===== src/rtl/lin2db_pkg.sv =====
package lin2db_pkg;

   typedef enum logic [1:0] {
      ST_IDLE  = 2'd0,
      ST_NORM  = 2'd1,
      ST_ITER  = 2'd2,
      ST_SCALE = 2'd3
   } l2d_state_e;

   // True when hyperbolic step index k has to be executed a second time.
   function automatic bit is_dup(input int k);
      int r;
      r = 4;
      while (r <= k) begin
         if (r == k) return 1'b1;
         r = 3 * r + 1;
      end
      return 1'b0;
   endfunction

   // Total number of CORDIC steps including the repeated indices.
   function automatic int step_count(input int iters);
      int n;
      n = iters;
      for (int r = 4; r <= iters; r = 3 * r + 1) n++;
      return n;
   endfunction

   // atanh(2^-i) scaled by 2^fb, rounded.
   function automatic int atanh_fx(input int i, input int fb);
      real t;
      real a;
      t = 1.0 / (2.0 ** i);
      a = 0.5 * $ln((1.0 + t) / (1.0 - t));
      return $rtoi(a * (2.0 ** fb) + 0.5);
   endfunction

   // Positive real constant scaled by 2^fb, rounded.
   function automatic int const_fx(input real v, input int fb);
      return $rtoi(v * (2.0 ** fb) + 0.5);
   endfunction

endpackage


===== src/rtl/lin2db_norm.sv =====
module lin2db_norm #(
   parameter int IN_W = 16,
   localparam int PW  = $clog2(IN_W)
) (
   input  logic [IN_W-1:0] w,
   output logic [IN_W-1:0] mant,
   output logic [PW-1:0]   lead,
   output logic            is_zero
);

   // Leading-one detector: highest set bit wins.
   always_comb begin
      lead = '0;
      for (int b = 0; b < IN_W; b++) begin
         if (w[b]) lead = PW'(b);
      end
   end

   // Mantissa with its leading one moved to the MSB: 1.(IN_W-1) format.
   assign mant    = w << (IN_W - 1 - int'(lead));
   assign is_zero = (w == '0);

endmodule


===== src/rtl/lin2db_cordic.sv =====
module lin2db_cordic
   import lin2db_pkg::*;
#(
   parameter int IN_W  = 16,
   parameter int FB    = 22,
   parameter int ITERS = 22,
   localparam int DW   = FB + 3,
   localparam int IW   = $clog2(ITERS + 1),
   localparam int MF   = IN_W - 1
) (
   input  logic                 clk,
   input  logic                 rst_n,
   input  logic                 load,
   input  logic                 step,
   input  logic [IN_W-1:0]      mant,
   input  logic [IW-1:0]        idx,
   output logic signed [DW-1:0] z
);

   localparam logic signed [DW-1:0] ONE = {2'b00, 1'b1, {FB{1'b0}}};

   logic signed [DW-1:0] x, y;
   logic signed [DW-1:0] m_fx;
   logic signed [DW-1:0] xs, ys;
   logic signed [DW-1:0] ang [0:ITERS];

   // Align the mantissa to FB fractional bits.
   if (FB >= MF) begin : g_align_up
      assign m_fx = $signed(DW'(mant) << (FB - MF));
   end else begin : g_align_dn
      assign m_fx = $signed(DW'(mant >> (MF - FB)));
   end

   // Angle table, computed at elaboration.
   assign ang[0] = '0;
   for (genvar g = 1; g <= ITERS; g++) begin : g_ang
      localparam int A = atanh_fx(g, FB);
      assign ang[g] = DW'(A);
   end

   assign xs = x >>> idx;
   assign ys = y >>> idx;

   always_ff @(posedge clk or negedge rst_n) begin
      if (!rst_n) begin
         x <= '0;
         y <= '0;
         z <= '0;
      end else if (load) begin
         x <= m_fx + ONE;
         y <= m_fx - ONE;
         z <= '0;
      end else if (step) begin
         if (!y[DW-1]) begin
            x <= x - ys;
            y <= y - xs;
            z <= z + ang[idx];
         end else begin
            x <= x + ys;
            y <= y + xs;
            z <= z - ang[idx];
         end
      end
   end

endmodule


===== src/rtl/lin2db_scale.sv =====
module lin2db_scale
   import lin2db_pkg::*;
#(
   parameter int FB        = 22,
   parameter int EW        = 6,
   parameter int OUT_W     = 16,
   parameter int OUT_FRAC  = 8,
   parameter int KF        = 18,
   parameter bit ROUND_OUT = 1'b1,
   localparam int DW       = FB + 3
) (
   input  logic signed [DW-1:0]    z,
   input  logic signed [EW-1:0]    e,
   input  logic                    zero,
   output logic signed [OUT_W-1:0] db
);

   localparam int LW = DW + EW + 1;
   localparam int KW = KF + 4;
   localparam int MW = LW + KW;
   localparam int SH = FB + KF - OUT_FRAC;

   localparam int LN2_I = const_fx(0.6931471805599453, FB);
   localparam int DBK_I = const_fx(4.342944819032518, KF);
   localparam logic signed [LW-1:0] LN2_C = LW'(LN2_I);
   localparam logic signed [KW-1:0] DBK_C = KW'(DBK_I);

   localparam logic signed [OUT_W-1:0] DB_MAX = {1'b0, {(OUT_W-1){1'b1}}};
   localparam logic signed [OUT_W-1:0] DB_MIN = {1'b1, {(OUT_W-1){1'b0}}};
   localparam logic signed [MW-1:0] LIM_HI = $signed({{(MW-OUT_W){1'b0}}, DB_MAX});
   localparam logic signed [MW-1:0] LIM_LO = $signed({{(MW-OUT_W){1'b1}}, DB_MIN});

   logic signed [LW-1:0] lnw;
   logic signed [MW-1:0] prod;
   logic signed [MW-1:0] biased;
   logic signed [MW-1:0] shifted;

   always_comb begin
      lnw  = ($signed({{(LW-DW){z[DW-1]}}, z}) <<< 1)
           + $signed({{(LW-EW){e[EW-1]}}, e}) * LN2_C;
      prod = $signed({{(MW-LW){lnw[LW-1]}}, lnw})
           * $signed({{(MW-KW){DBK_C[KW-1]}}, DBK_C});
   end

   if (ROUND_OUT) begin : g_round
      assign biased = prod + (MW'(1) << (SH - 1));
   end else begin : g_trunc
      assign biased = prod;
   end

   always_comb begin
      shifted = biased >>> SH;
      if (zero)                 db = DB_MIN;
      else if (shifted > LIM_HI) db = DB_MAX;
      else if (shifted < LIM_LO) db = DB_MIN;
      else                       db = shifted[OUT_W-1:0];
   end

endmodule


===== src/rtl/lin2db_conv.sv =====
module lin2db_conv
   import lin2db_pkg::*;
#(
   parameter int IN_W      = 16,
   parameter int IN_FRAC   = 0,
   parameter int FB        = 22,
   parameter int ITERS     = 22,
   parameter int OUT_W     = 16,
   parameter int OUT_FRAC  = 8,
   parameter int KF        = 18,
   parameter bit ROUND_OUT = 1'b1
) (
   input  logic                    clk,
   input  logic                    rst_n,
   input  logic                    start,
   input  logic [IN_W-1:0]         lin_in,
   output logic                    done,
   output logic signed [OUT_W-1:0] db_out,
   output logic                    invalid
);

   localparam int PW = $clog2(IN_W);
   localparam int EW = $clog2(IN_W) + 2;
   localparam int IW = $clog2(ITERS + 1);
   localparam int DW = FB + 3;

   if (IN_W < 2) begin : g_chk_inw
      $error("lin2db_conv: IN_W must be at least 2");
   end
   if (IN_FRAC < 0 || IN_FRAC >= IN_W) begin : g_chk_frac
      $error("lin2db_conv: IN_FRAC out of range");
   end
   if (FB < 8 || FB > 28) begin : g_chk_fb
      $error("lin2db_conv: FB must lie in 8..28");
   end
   if (ITERS < 4 || ITERS > FB) begin : g_chk_iters
      $error("lin2db_conv: ITERS must lie in 4..FB");
   end
   if (KF < 8 || KF > 26) begin : g_chk_kf
      $error("lin2db_conv: KF must lie in 8..26");
   end
   if (FB + KF - OUT_FRAC < 1) begin : g_chk_sh
      $error("lin2db_conv: OUT_FRAC too large for FB+KF");
   end
   if (3.02 * IN_W * (2.0 ** OUT_FRAC) >= 2.0 ** (OUT_W - 1)) begin : g_chk_ow
      $error("lin2db_conv: OUT_W too narrow for the dB range");
   end

   l2d_state_e           state;
   logic [IN_W-1:0]      w_q;
   logic [IN_W-1:0]      mant;
   logic [PW-1:0]        lead;
   logic                 w_zero;
   logic                 zero_q;
   logic signed [EW-1:0] e_q;
   logic [IW-1:0]        idx;
   logic                 dup_done;
   logic [ITERS:0]       dup_tab;
   logic signed [DW-1:0] z;
   logic signed [OUT_W-1:0] db_next;
   logic                 last_step;

   for (genvar g = 0; g <= ITERS; g++) begin : g_dup
      localparam bit D = is_dup(g);
      assign dup_tab[g] = D;
   end

   assign last_step = (idx == IW'(ITERS)) && (!dup_tab[idx] || dup_done);

   lin2db_norm #(.IN_W(IN_W)) u_norm (
      .w       (w_q),
      .mant    (mant),
      .lead    (lead),
      .is_zero (w_zero)
   );

   lin2db_cordic #(.IN_W(IN_W), .FB(FB), .ITERS(ITERS)) u_cordic (
      .clk   (clk),
      .rst_n (rst_n),
      .load  (state == ST_NORM),
      .step  (state == ST_ITER),
      .mant  (mant),
      .idx   (idx),
      .z     (z)
   );

   lin2db_scale #(
      .FB(FB), .EW(EW), .OUT_W(OUT_W), .OUT_FRAC(OUT_FRAC),
      .KF(KF), .ROUND_OUT(ROUND_OUT)
   ) u_scale (
      .z    (z),
      .e    (e_q),
      .zero (zero_q),
      .db   (db_next)
   );

   always_ff @(posedge clk or negedge rst_n) begin
      if (!rst_n) begin
         state    <= ST_IDLE;
         w_q      <= '0;
         e_q      <= '0;
         zero_q   <= 1'b0;
         idx      <= '0;
         dup_done <= 1'b0;
         done     <= 1'b0;
         invalid  <= 1'b0;
         db_out   <= '0;
      end else begin
         done <= 1'b0;
         unique case (state)
            ST_IDLE: begin
               if (start) begin
                  w_q   <= lin_in;
                  state <= ST_NORM;
               end
            end
            ST_NORM: begin
               e_q      <= $signed(EW'(lead)) - $signed(EW'(IN_FRAC));
               zero_q   <= w_zero;
               idx      <= IW'(1);
               dup_done <= 1'b0;
               state    <= ST_ITER;
            end
            ST_ITER: begin
               if (last_step) begin
                  state <= ST_SCALE;
               end else if (dup_tab[idx] && !dup_done) begin
                  dup_done <= 1'b1;
               end else begin
                  dup_done <= 1'b0;
                  idx      <= idx + 1'b1;
               end
            end
            ST_SCALE: begin
               db_out  <= db_next;
               invalid <= zero_q;
               done    <= 1'b1;
               state   <= ST_IDLE;
            end
            default: state <= ST_IDLE;
         endcase
      end
   end

endmodule


===== config.mk =====
export PLATFORM = sky130hd
export DESIGN_NAME = lin2db_conv
export DESIGN_NICKNAME = d
export VERILOG_FILES = /design/src/rtl/lin2db_pkg.sv /design/src/rtl/lin2db_norm.sv /design/src/rtl/lin2db_cordic.sv /design/src/rtl/lin2db_scale.sv /design/src/rtl/lin2db_conv.sv
export SDC_FILE = /design/constraint.sdc
export NUM_CORES = 1
export LEC_CHECK = 0
export BUFFER_PORTS_ARGS = -buffer_cell sky130_fd_sc_hd__buf_4
export CAP_MARGIN = 20
export CORE_ASPECT_RATIO = 0.9
export CORE_MARGIN = 5
export CORE_UTILIZATION = 35
export CTS_BUF_LIST = sky130_fd_sc_hd__clkbuf_4 sky130_fd_sc_hd__clkbuf_8 sky130_fd_sc_hd__clkbuf_16
export DETAILED_ROUTE_END_ITERATION = 8
export GPL_ROUTABILITY_DRIVEN = 1
export GPL_TIMING_DRIVEN = 0
export HOLD_SLACK_MARGIN = 0.02
export PLACE_DENSITY_LB_ADDON = 0.08
export SETUP_SLACK_MARGIN = 0.3
export SYNTH_ARGS = -nofsm -noshare
export SYNTH_HDL_FRONTEND = slang
export SYNTH_HIERARCHICAL = 1
export SYNTH_SLANG_ARGS = --single-unit

===== constraint.sdc =====
create_clock -name clk -period 14.3 [get_ports clk]
set_input_delay 0.715 -clock clk [delete_from_list [all_inputs] [get_ports clk]]
set_output_delay 0.715 -clock clk [all_outputs]
set_load 0.02 [all_outputs]

# ---- Word-level counts from Yosys, hierarchy flattened
# Memory sizes are Yosys's and may differ from the RTL's.
# Index checks and enable logic that the tools add are counted.
dict set report totals {
  inputBits 19
  register_bits 122
  word_cells 96
  out_inout_bits 18
  mem_count 2
  romBits 832
}
# name words word_bits rd rd_clocked_by_memory_dff wr line
set memory_table {}
lappend memory_table {{(no name shown)} 32 25 1 0 0 lin2db_cordic.sv:57} ;# z <= z + ang[idx];
lappend memory_table {{(no name shown)} 32 1 1 0 0 lin2db_conv.sv:127} ;# end else if (dup_tab[idx] && !dup_done) begin
dict set report op_classes {
  magnitude_cmp 4
  shifts 3
  n_reduce_logical 12
  addsub 12
  n_mul 2
  mux 40
  bitwise 1
  eq_ne 8
}
# cell n
set ops {}
lappend ops {{$mux 25} 11}
lappend ops {{$add 25x25->25} 3}
lappend ops {{$sub 25x25->25} 3}
lappend ops {{$add 54x33->54 const B} 1}
lappend ops {{$mul 32x22->54 const B} 1}
lappend ops {{$sshr 25x5->25} 2}
lappend ops {{$mux 16} 3}
lappend ops {{$mux 4} 8}
lappend ops {{$shl 16x32->16} 1}
lappend ops {{$add 26x27->28} 1}
lappend ops {{$mul 4x21->25 const B} 1}
lappend ops {{$add 23x23->24 const B} 1}
lappend ops {{$sub 23x23->24 const B} 1}
lappend ops {{$gt 22x16->1 const B} 1}
lappend ops {{$lt 22x16->1 const B} 1}
lappend ops {{$logic_not 16->1} 1}
lappend ops {{$mux 3} 4}
lappend ops {{$mux 5} 2}
lappend ops {{$pmux 5 s2} 1}
lappend ops {{$mux 2} 4}
lappend ops {{$ne 2x2->1 const B} 4}
lappend ops {{$pmux 2 s4} 1}
lappend ops {{$ge 6x6->1 const B} 1}
lappend ops {{$lt 5x6->1 const B} 1}
lappend ops {{15 further kinds} 24}

# ---- Depth between registers and ports, before layout
# Gate-level depths: netlist of run 1.
dict set report logic_depth {
  word_depth 19
  mapped_depth 59
  depth_no_buf 54
}

# ---- Cells and area by module
# The synthesis of run 1 kept the hierarchy.
# module n_inst area_each_um2 cells_per_inst seq_area_each_um2
set by_module_without_submodules {}
lappend by_module_without_submodules {lin2db_scale 1 16179.3 1791 0.0}
lappend by_module_without_submodules {lin2db_cordic 1 11821.3 1448 1876.8}
lappend by_module_without_submodules {lin2db_conv 1 1998.2 138 1176.1}
lappend by_module_without_submodules {lin2db_norm 1 904.6 148 0.0}

# ---- Worst setup path after synthesis of run 1
# No wires, ideal clock.
dict set report synth_path {
  path_kind {register to register}
  start {reg e_q[1]}
  end {reg db_out[12]}
  setup_time_ps 125
  synth_period_minus_slack_ps 12757
  t_arrival_ps 12633
  stages_incl_launch_ff 55
  path_buffers 5
  t_required_ps 14175
  slack_ps 1543
  path_cell_list {dfrtp_1 > inv_1 > fa_1 > inv_1 > ha_1 > inv_1 > fa_1 > inv_1 > ha_1 > ha_1 > a21oi_1 > a2bb2oi_1 > a21oi_1 > a31o_2 > o41ai_1 > o21bai_1 > a21oi_1 > xnor2_1 > [... 19 more ...] > inv_1 > fa_1 > inv_1 > ha_1 > a21o_1 > a21oi_2 > o21bai_2 > a2111oi_4 > o21ai_1 > nor3_2 > o31ai_2 > a21oi_2 > o211ai_1 > a2111oi_2 > a211oi_2 > buf_6 > a21o_1 > mux2_2}
}
dict set report synth_between {
  elab_chain_cells 8
  word_cells_on_any_way 9
  cone_classes {add/sub (2); mul (2); order compare (2); mux (3)}
}
# element line
set synth_lines {}
lappend synth_lines {{start: declaration} lin2db_conv.sv:55} ;# logic signed [EW-1:0] e_q;
lappend synth_lines {{start signal: assignment} lin2db_conv.sv:118} ;# e_q <= $signed(EW'(lead)) - $signed(EW'(IN_FRAC));
lappend synth_lines {{$mul 4x21->25 (*)} lin2db_scale.sv:40} ;# + $signed({{(LW-EW){e[EW-1]}}, e}) * LN2_C;
lappend synth_lines {{$add 26x27->28 (*)} lin2db_scale.sv:40}
lappend synth_lines {{$mul 32x22->54 (*)} lin2db_scale.sv:42} ;# * $signed({{(MW-KW){DBK_C[KW-1]}}, DBK_C});
lappend synth_lines {{$add 54x33->54 (*)} lin2db_scale.sv:46} ;# assign biased = prod + (MW'(1) << (SH - 1));
lappend synth_lines {{$lt 22x16->1} lin2db_scale.sv:55} ;# else if (shifted < LIM_LO) db = DB_MIN;
lappend synth_lines {{$mux 16} lin2db_scale.sv:55}
lappend synth_lines {{$mux 16 (*)} lin2db_scale.sv:54} ;# else if (shifted > LIM_HI) db = DB_MAX;
lappend synth_lines {{$mux 16 (*)} lin2db_scale.sv:53} ;# if (zero) db = DB_MIN;
lappend synth_lines {{named net db_next[12]} lin2db_conv.sv:60} ;# logic signed [OUT_W-1:0] db_next;
lappend synth_lines {{end signal: assignment} lin2db_conv.sv:135} ;# db_out <= db_next;
lappend synth_lines {{end: declaration} lin2db_conv.sv:18} ;# output logic signed [OUT_W-1:0] db_out,
# Mark *: on every way through the listed nets, which the timed path passes. The rest lies on a longest branch.
# A chain may end at the register's enable or synchronous reset.

# ---- Final worst setup path of run 1
dict set report layout_path {
  start {reg e_q[3]}
  end {reg db_out[8]}
}
# Same word-level chain as after synthesis.

==> results of run 1 <==
-- cells in the mapped netlist (8+ instances only) --
cell	instances	area, µm²
sky130_fd_sc_hd__buf_2	24	120.1
sky130_fd_sc_hd__mux4_2	35	788.3
sky130_fd_sc_hd__nand2_1	158	593.1
sky130_fd_sc_hd__mux2i_1	84	840.8
sky130_fd_sc_hd__buf_1	12	45.04
sky130_fd_sc_hd__dfrtp_1	122	3053
sky130_fd_sc_hd__buf_6	23	259.0
sky130_fd_sc_hd__a21boi_0	8	60.06
sky130_fd_sc_hd__nand2b_1	30	187.7
sky130_fd_sc_hd__o211ai_1	32	240.2
sky130_fd_sc_hd__a21oi_1	222	1111
sky130_fd_sc_hd__o21ai_1	8	40.04
sky130_fd_sc_hd__nor4_1	13	81.33
sky130_fd_sc_hd__o21bai_1	18	135.1
sky130_fd_sc_hd__and3_1	17	106.4
sky130_fd_sc_hd__o31ai_1	18	135.1
sky130_fd_sc_hd__o221ai_1	9	78.83
sky130_fd_sc_hd__nand4_1	16	100.1
sky130_fd_sc_hd__a21o_1	85	638.1
sky130_fd_sc_hd__xnor2_1	148	1296
sky130_fd_sc_hd__nor2b_1	42	262.8
sky130_fd_sc_hd__nor2_1	253	949.7
sky130_fd_sc_hd__o21a_1	28	210.2
sky130_fd_sc_hd__a31oi_1	43	269.0
sky130_fd_sc_hd__and2_1	26	162.7
sky130_fd_sc_hd__o22ai_1	22	137.6
sky130_fd_sc_hd__a22oi_1	17	127.6
sky130_fd_sc_hd__mux2_2	75	844.6
sky130_fd_sc_hd__xor2_1	58	508.0
sky130_fd_sc_hd__inv_1	564	2117
sky130_fd_sc_hd__nand3_1	61	305.3
sky130_fd_sc_hd__nor3_1	48	240.2
sky130_fd_sc_hd__clkbuf_1	68	255.2
sky130_fd_sc_hd__o21ai_0	129	645.6
sky130_fd_sc_hd__mux4_1	13	341.6
sky130_fd_sc_hd__ha_1	435	5443
sky130_fd_sc_hd__a211oi_1	40	300.3
sky130_fd_sc_hd__fa_1	279	5585
sky130_fd_sc_hd__or2_2	18	112.6
-- worst max-delay path: cells and delay by family, from the launching register on --
kind / cells / cell delay (ns)
fa+ha+maj: 14 / 5.56
compound gates: 20 / 4.14
buf+inv: 13 / 1.64
simple gates: 3 / 0.78
flops: 1 / 0.51
xor+xnor: 2 / 0.26
mux: 1 / 0.26
-- flip-flops by register name (all words and copies together), names as in the netlist --
signal	flops
u_cordic/x	25
zero_q	1
u_cordic/y	25
db_out	16
w_q	16
dup_done	1
idx	5
e_q	4
done	1
state	2
u_cordic/z	25
invalid	1
-- metrics by stage --
step,worst slack [ns],util (%),cells
6_report,0.9880,38.69,4788
3_5_place_dp,-1.821,37.59,4746
2_1_floorplan,1.543,-,3538
4_1_cts,0.3957,38.45,4780
5_1_grt,0.2889,38.69,4788
3_3_place_gp,-1.853,37.28,4729
-- metal layers --
| metal | vias up | global-route usage (%) | routed length (µm) |
|---|---|---|---|
| met2 | 727 | 37.43 | 49940 |
| li1 | 12375 | - | - |
| met5 | - | 0 | 0 |
| met3 | 150 | 1.989 | 4201 |
| met1 | 12780 | 31.92 | 50480 |
| met4 | 0 | 7.360 | 3938 |
-- layout make-up --
| cell class | instances | area (µm²) |
|---|---|---|
| Clock buffer | 19 | 446.7 |
| Clock inverter | 13 | 165.2 |
| Multi-Input combinational cell | 2706 | 25190 |
| Timing Repair Buffer | 64 | 620.6 |
| Sequential cell | 122 | 3060 |
| Tap cell | 1155 | 1445 |
| Fill cell | 9195 | 53730 |
| Inverter | 570 | 2140 |
| Buffer | 139 | 839.6 |
-- logic make-up (layout without fill, tap and decap cells) --
group                    after synthesis  count (layout)  synth area share [%]
adder cells (fa/ha/maj)              717             717                 35.78
multiplexers                         212             212                 9.385
XOR/XNOR                             209             209                 5.996
other                                  2              15               0.02430
AND/OR/NAND/NOR                      739             739                 11.67
AO/OA/AOI/OAI                        814             814                 17.72
flip-flops                           122             122                 9.879
buffers and inverters                710             805                 9.543
-- repair_timing --
item,4_1_cts,5_1_grt
setup buffers,3,7
hold endpoints to repair,0,0
gates resized for setup,24,30
endpoints found under the setup margin,16,16
cloned,0,1
pin swaps,3,6
-- worst max-delay path by stage --
stage	start	cells past startpoint	slack (ns)	end
after floorplan	e_q[1]	54	1.54	db_out[12]
after global placement	e_q[0]	52	-1.85	db_out[8]
after detailed placement	e_q[0]	52	-1.82	db_out[8]
after CTS	e_q[0]	51	0.40	db_out[8]
after global routing	e_q[3]	58	0.29	db_out[8]
final	e_q[3]	53	0.99	db_out[8]
==> insert_results.sql, run 1 <==
INSERT INTO impl_metrics (metric_group, metric, value, unit) VALUES
('critical_path', 'crit_type', 'flop to flop', ''),
('critical_path', 'worst_reg_to_reg_cells', '53', ''),
('die', 'die_area', '94350', 'µm²'),
('timing', 'worst-slew-pin-transition', '1.147', 'ns'),
('logic_synthesis', 'yosys_register_bits', '122', ''),
('final_layout', 'mostFrequentLayoutCell', 'sky130_fd_sc_hd__inv_1', ''),
('final_layout', 'layout-drive-gt1-share', '10.73', '%'),
('timing', 'hold-worst-slack', '0.1582', 'ns'),
('critical_path', 'cp_data_required_time', '14.65', 'ns'),
('critical_path', 'worst_ep_arrival', '13.66', 'ns'),
('critical_path', 'endpoint_of_the_worst_register_to_register_path', 'db_out[8]', ''),
('timing', 'finalSetupViolations', '0', ''),
('place', 'detailed_place.area', '32940', 'µm²'),
('timing', 'worst_clock_skew', '0.02031', 'ns'),
('drt', 'drc_errors', '0', ''),
('flow_run', 'maxCapViolCount', '0', ''),
('global_route', 'vias_in_the_first_global_route', '26326', ''),
('timing', 'fin_crit', '13.31', 'ns'),
('drt', 'dr.first_iter.drc_count', '2128', ''),
('clock_tree', 'depth_of_the_cts_h_tree', '4', ''),
('die', 'initial_utilization', '35.26', '%'),
('drt', 'drt_pre_antenna_iters', '6', ''),
('timing', 'fin_setup_tns', '0', 'ns'),
('global_route', 'grt_max_degree', '84', ''),
('drt', 'drt-wirelength-per-cell', '22.67', 'µm'),
('clock_tree', 'root_buffer', 'sky130_fd_sc_hd__clkbuf_16', ''),
('die', 'fp.coreArea', '87630', 'µm²'),
('logic_synthesis', 'seq_area_frac_synth', '9.879', '%'),
('die', 'die_x', '323.2', 'µm'),
('drt', 'vias_per_cell', '5.437', ''),
('clock_tree', 'cts_tree', 'done', ''),
('logic_synthesis', 'ys_types', '132', ''),
('final_layout', 'syn_to_final_growth', '9.713', '%'),
('critical_path', 'critical_path_peak_fanout', '17', ''),
('timing', 'number_of_failing_hold_endpoints_at_the_final_stage', '0', ''),
('global_route', 'grt_usage', '22.83', '%'),
('place', 'placement.io_buffers', '36', ''),
('critical_path', 'critPathLaunchType', 'flop', ''),
('clock_tree', 'cts-buffers-inserted', '17', ''),
('die', 'std_cell_rows', '103', ''),
('final_layout', 'antenna-diode-count', '0', ''),
('critical_path', 'timing.critical_path.mode_cell', 'sky130_fd_sc_hd__fa_1', ''),
('global_route', 'number_of_antenna_violations_at_the_first_check_in_global_routing', '0', ''),
('timing', 'slew_violations', '0', ''),
('logic_synthesis', 'syn-cell-area', '30900', 'µm²'),
('clock_tree', 'cts_buffer_depth', '2', ''),
('global_route', 'global_route_wire_length_before_repair', '165.5', 'mm'),
('die', 'pin_count', '37', ''),
('timing', 'fmax', '75.12', 'MHz'),
('hold_path', 'hold_path.class', 'input pin to asynchronous set/reset pin', ''),
('logic_synthesis', 'synth_async_sr_flop_share', '100.0', '%'),
('outcome', 'outcome', 'complete, no violations', ''),
('critical_path', 'worst_setup_path_end_kind', 'flop', ''),
('clock_tree', 'clk_transition_reported_paths', '0.08', 'ns'),
('drt', 'final_antenna_net_count', '0', ''),
('timing', 'timing.slew.headroom', '23.52', '%'),
('critical_path', 'worst-r2r-setup-slack', '0.99', 'ns'),
('final_layout', 'final_area', '33910', 'µm²'),
('logic_synthesis', 'yosys_warnings', '6', ''),
('clock_tree', 'clock-sinks', '122', ''),
('place', 'place.gp.congestion', '1.003', ''),
('logic_synthesis', 'primary_ff_master_synth', 'sky130_fd_sc_hd__dfrtp_1', ''),
('place', 'dp_hpwl', '89.53', 'mm'),
('drt', 'route.final.wire_length', '108.6', 'mm'),
('critical_path', 'max_stage_delay', '0.57', 'ns'),
('clock_tree', 'clk_latency', '0.47', 'ns'),
('critical_path', 'worstReg2RegStart', 'e_q[3]', ''),
('clock_tree', 'ctsHoldBuffers', '0', ''),
('global_route', 'globalRoute.totalOverflow', '0', ''),
('die', 'chipHeight', '291.9', 'µm'),
('logic_synthesis', 'synthesized_netlist_cell_count', '3525', ''),
('final_layout', 'most-common-layout-cells', '563 x sky130_fd_sc_hd__inv_1, 433 x sky130_fd_sc_hd__ha_1, 279 x sky130_fd_sc_hd__fa_1', ''),
('critical_path', 'critical_path.slowest_cell', 'sky130_fd_sc_hd__fa_1', ''),
('final_layout', 'finalNetCount', '4353', ''),
('drt', 'detailed_route_via_count', '26032', ''),
('logic_synthesis', 'post_synth_edffs', '0', ''),
('timing', 'setup_repair_after_global_routing_missed_its_margin', 'false', ''),
('timing', 'post-route-period-util', '93.09', '%'),
('logic_synthesis', 'post_synth.cell_area_avg', '8.767', 'µm²');
Power of run 1 is left out: the tool's default activity adds up to more than one toggle a clock period on the data nets, which glitch-free logic cannot reach.
==> inputs of run 2 (changes only) <==
--- a/config.mk
+++ b/config.mk
@@ -17,7 +17,7 @@
 export HOLD_SLACK_MARGIN = 0.02
 export PLACE_DENSITY_LB_ADDON = 0.08
 export SETUP_SLACK_MARGIN = 0.3
+export SKIP_CTS_REPAIR_TIMING = 1
 export SYNTH_ARGS = -nofsm -noshare
 export SYNTH_HDL_FRONTEND = slang
-export SYNTH_HIERARCHICAL = 1
 export SYNTH_SLANG_ARGS = --single-unit
==> insert_results.sql, run 2 <==
INSERT INTO impl_metrics (metric_group, metric, value, unit) VALUES
('outcome', 'outcome', 'complete, no violations', ''),
('logic_synthesis', 'post-synth-top-area-fraction', '18.06', '%'),
('global_route', 'global_route_wire_length_before_repair', '155.0', 'mm'),
('logic_synthesis', 'primary_ff_master_synth', 'sky130_fd_sc_hd__dfrtp_1', ''),
('die', 'chipHeight', '275.9', 'µm'),
('drt', 'dr.first_iter.drc_count', '1757', ''),
('timing', 'hold-worst-slack', '0.2422', 'ns'),
('clock_tree', 'clk_latency', '0.49', 'ns'),
('logic_synthesis', 'syn-num-nets', '3804', ''),
('timing', 'timing.slew.headroom', '22.35', '%'),
('place', 'dp_hpwl', '85.30', 'mm'),
('critical_path', 'critical_path.slowest_cell', 'sky130_fd_sc_hd__fa_1', ''),
('global_route', 'vias_in_the_first_global_route', '23866', ''),
('clock_tree', 'clock-sinks', '122', ''),
('critical_path', 'timing.critical_path.mode_cell', 'sky130_fd_sc_hd__ha_1', ''),
('clock_tree', 'cts_buffer_depth', '2', ''),
('die', 'die_x', '305.4', 'µm'),
('critical_path', 'worst-r2r-setup-slack', '1.15', 'ns'),
('logic_synthesis', 'syn-cell-area', '27490', 'µm²'),
('final_layout', 'final.fill_count', '8026', ''),
('logic_synthesis', 'yosys_warnings', '0', ''),
('timing', 'worst_clock_skew', '0.01407', 'ns'),
('die', 'pin_count', '37', ''),
('die', 'fp.coreArea', '77920', 'µm²'),
('global_route', 'globalRoute.totalOverflow', '0', ''),
('logic_synthesis', 'synth.top_cells.by_area', 'sky130_fd_sc_hd__fa_1 18%, sky130_fd_sc_hd__ha_1 17%, sky130_fd_sc_hd__dfrtp_1 11%', ''),
('timing', 'finalSetupViolations', '0', ''),
('critical_path', 'worst_reg_to_reg_cells', '51', ''),
('final_layout', 'mostFrequentLayoutCell', 'sky130_fd_sc_hd__inv_1', ''),
('place', 'place.gp.congestion', '0.9867', ''),
('final_layout', 'syn_to_final_growth', '9.204', '%'),
('timing', 'post_layout_worst_setup_margin', '1.154', 'ns'),
('timing', 'fin_crit', '13.15', 'ns'),
('logic_synthesis', 'synth_async_sr_flop_share', '100.0', '%'),
('logic_synthesis', 'synthesized_netlist_cell_count', '3157', ''),
('timing', 'worst-slew-pin-transition', '1.156', 'ns'),
('timing', 'setup_repair_after_global_routing_missed_its_margin', 'false', ''),
('drt', 'final_antenna_net_count', '0', ''),
('final_layout', 'final_util', '38.52', '%'),
('clock_tree', 'depth_of_the_cts_h_tree', '4', ''),
('final_layout', 'final_area', '30020', 'µm²'),
('global_route', 'number_of_antenna_violations_at_the_first_check_in_global_routing', '0', ''),
('final_layout', 'layout-drive-gt1-share', '8.079', '%'),
('hold_path', 'hold_path.class', 'input pin to asynchronous set/reset pin', ''),
('final_layout', 'finalNetCount', '3877', ''),
('logic_synthesis', 'ys_types', '88', ''),
('logic_synthesis', 'cell_with_the_most_instances_after_synthesis', 'sky130_fd_sc_hd__inv_1', ''),
('place', 'detailed_place.area', '29330', 'µm²'),
('final_layout', 'most-common-layout-cells', '513 x sky130_fd_sc_hd__inv_1, 380 x sky130_fd_sc_hd__ha_1, 248 x sky130_fd_sc_hd__fa_1', ''),
('final_layout', 'sequential_standard_cell_area', '3055', 'µm²'),
('critical_path', 'critPathLaunchType', 'flop', ''),
('drt', 'drt_pre_antenna_iters', '6', ''),
('drt', 'drc_errors', '0', ''),
('clock_tree', 'clk_transition_reported_paths', '0.08', 'ns'),
('critical_path', 'cpLargestDelayFamily', 'adder cells', ''),
('die', 'std_cell_rows', '97', ''),
('timing', 'post-route-period-util', '91.93', '%'),
('critical_path', 'cp_data_required_time', '14.69', 'ns'),
('logic_synthesis', 'post_synth.cell_area_avg', '8.707', 'µm²'),
('drt', 'route.final.wire_length', '103.3', 'mm'),
('place', 'placement.io_buffers', '36', ''),
('global_route', 'grt_usage', '24.37', '%'),
('critical_path', 'crit_type', 'flop to flop', ''),
('die', 'initial_utilization', '35.28', '%'),
('die', 'die_area', '84250', 'µm²'),
('timing', 'slew_violations', '0', ''),
('logic_synthesis', 'post_synth_edffs', '0', ''),
('logic_synthesis', 'post-synth-top-area-cell', 'sky130_fd_sc_hd__fa_1', ''),
('final_layout', 'largestRegisters', 'u_cordic.x x25, u_cordic.y x25, u_cordic.z x25', ''),
('logic_synthesis', 'yosys_register_bits', '122', ''),
('global_route', 'grt_max_degree', '71', ''),
('drt', 'drt-wirelength-per-cell', '24.11', 'µm'),
('place', 'pre_cts_slack', '-0.6055', 'ns'),
('critical_path', 'worstReg2RegStart', 'e_q[2]', ''),
('clock_tree', 'root_buffer', 'sky130_fd_sc_hd__clkbuf_16', ''),
('logic_synthesis', 'seq_area_frac_synth', '11.11', '%'),
('critical_path', 'critical_path_peak_fanout', '34', ''),
('critical_path', 'max_stage_delay', '0.57', 'ns'),
('final_layout', 'multi_input_area', '22120', 'µm²'),
('clock_tree', 'cts-buffers-inserted', '17', ''),
('drt', 'vias_per_cell', '5.549', ''),
('drt', 'detailed_route_via_count', '23771', ''),
('critical_path', 'endpoint_of_the_worst_register_to_register_path', 'db_out[8]', ''),
('critical_path', 'cp_num_buf_inv', '11', ''),
('timing', 'number_of_failing_hold_endpoints_at_the_final_stage', '0', ''),
('timing', 'fmax', '76.07', 'MHz'),
('critical_path', 'worst_setup_path_end_kind', 'flop', ''),
('critical_path', 'worst_ep_arrival', '13.53', 'ns'),
('logic_synthesis', 'netlist_top_cells_count', '513 x sky130_fd_sc_hd__inv_1, 380 x sky130_fd_sc_hd__ha_1, 248 x sky130_fd_sc_hd__fa_1', ''),
('clock_tree', 'cts_tree', 'done', ''),
('flow_run', 'maxCapViolCount', '0', '');
[run 2: cell count changes in the layout (fill, tap and decap cells not counted), sizes merged, moves of 19 or more]
| cell | before | now |
|---|---|---|
| a21o | 90 | 54 |
| clkbuf | 90 | 112 |
| buf | 130 | 84 |
| fa | 279 | 248 |
| inv | 569 | 520 |
| mux2i | 84 | 44 |
| nand2 | 159 | 183 |
| nor2 | 254 | 204 |
| ha | 435 | 380 |
| mux2 | 79 | 36 |
| a22o | 2 | 21 |
| nand3 | 63 | 44 |
[run 2: per-layer routing]
| metal | vias to the layer above | global-route usage, % | share of wire (%) | wire length [µm] |
|---|---|---|---|---|
| li1 | 11095 | - | - | - |
| met3 | 109 | 2.678 | 4.6 | 4774 |
| met4 | 0 | 6.176 | 2.5 | 2555 |
| met1 | 11850 | 34.15 | 47 | 48480 |
| met5 | - | 0 | 0 | 0 |
| met2 | 717 | 40.54 | 46 | 47470 |
[run 2: worst max path at each step]
| stage | slack [ns] | startpoint | depth (start not counted) | to |
|---|---|---|---|---|
| after floorplan | 2.09 | e_q[2] | 49 | db_out[10] |
| after global placement | -2.15 | e_q[2] | 49 | db_out[2] |
| after detailed placement | -0.61 | e_q[2] | 50 | db_out[3] |
| after CTS | -0.69 | e_q[2] | 50 | db_out[3] |
| after global routing | 0.29 | e_q[2] | 46 | db_out[6] |
| final | 1.15 | e_q[2] | 51 | db_out[8] |
[run 2: logic make-up (layout without fill, tap and decap cells)]
group / Yosys count / in the layout / share of synthesized area [%]
adders and majority gates: 629 / 629 / 35.40
muxes: 144 / 144 / 8.334
xor gates and xnor gates: 222 / 222 / 7.124
other: 1 / 3 / 0.01364
and+or+nand+nor: 663 / 663 / 11.46
buffers and inverters: 640 / 726 / 8.949
DFF: 122 / 122 / 11.11
AOI/OAI and AO/OA: 736 / 736 / 17.62
[run 2: area by class of cell]
| cell class | instances | share of cell area, % |
|---|---|---|
| diodes | 2 | 0.01667 |
| clock inverters | 14 | 0.3876 |
| plain buffers | 124 | 1.867 |
| flip-flops and latches | 122 | 10.18 |
| multi-input cells | 2395 | 73.70 |
| inverters | 516 | 6.452 |
| repair buffers | 54 | 1.626 |
| well taps | 1039 | 4.331 |
| clock buffers | 18 | 1.442 |
[run 2: metrics by stage]
stage | setup TNS [ns] | cells
6_report | 0 | 4284
5_1_grt | 0 | 4282
4_1_cts | -8.189 | 4282
3_5_place_dp | -7.053 | 4250
3_3_place_gp | -31.34 | 4232
2_1_floorplan | 0 | 3157
Power of run 2 is left out for the same reason.
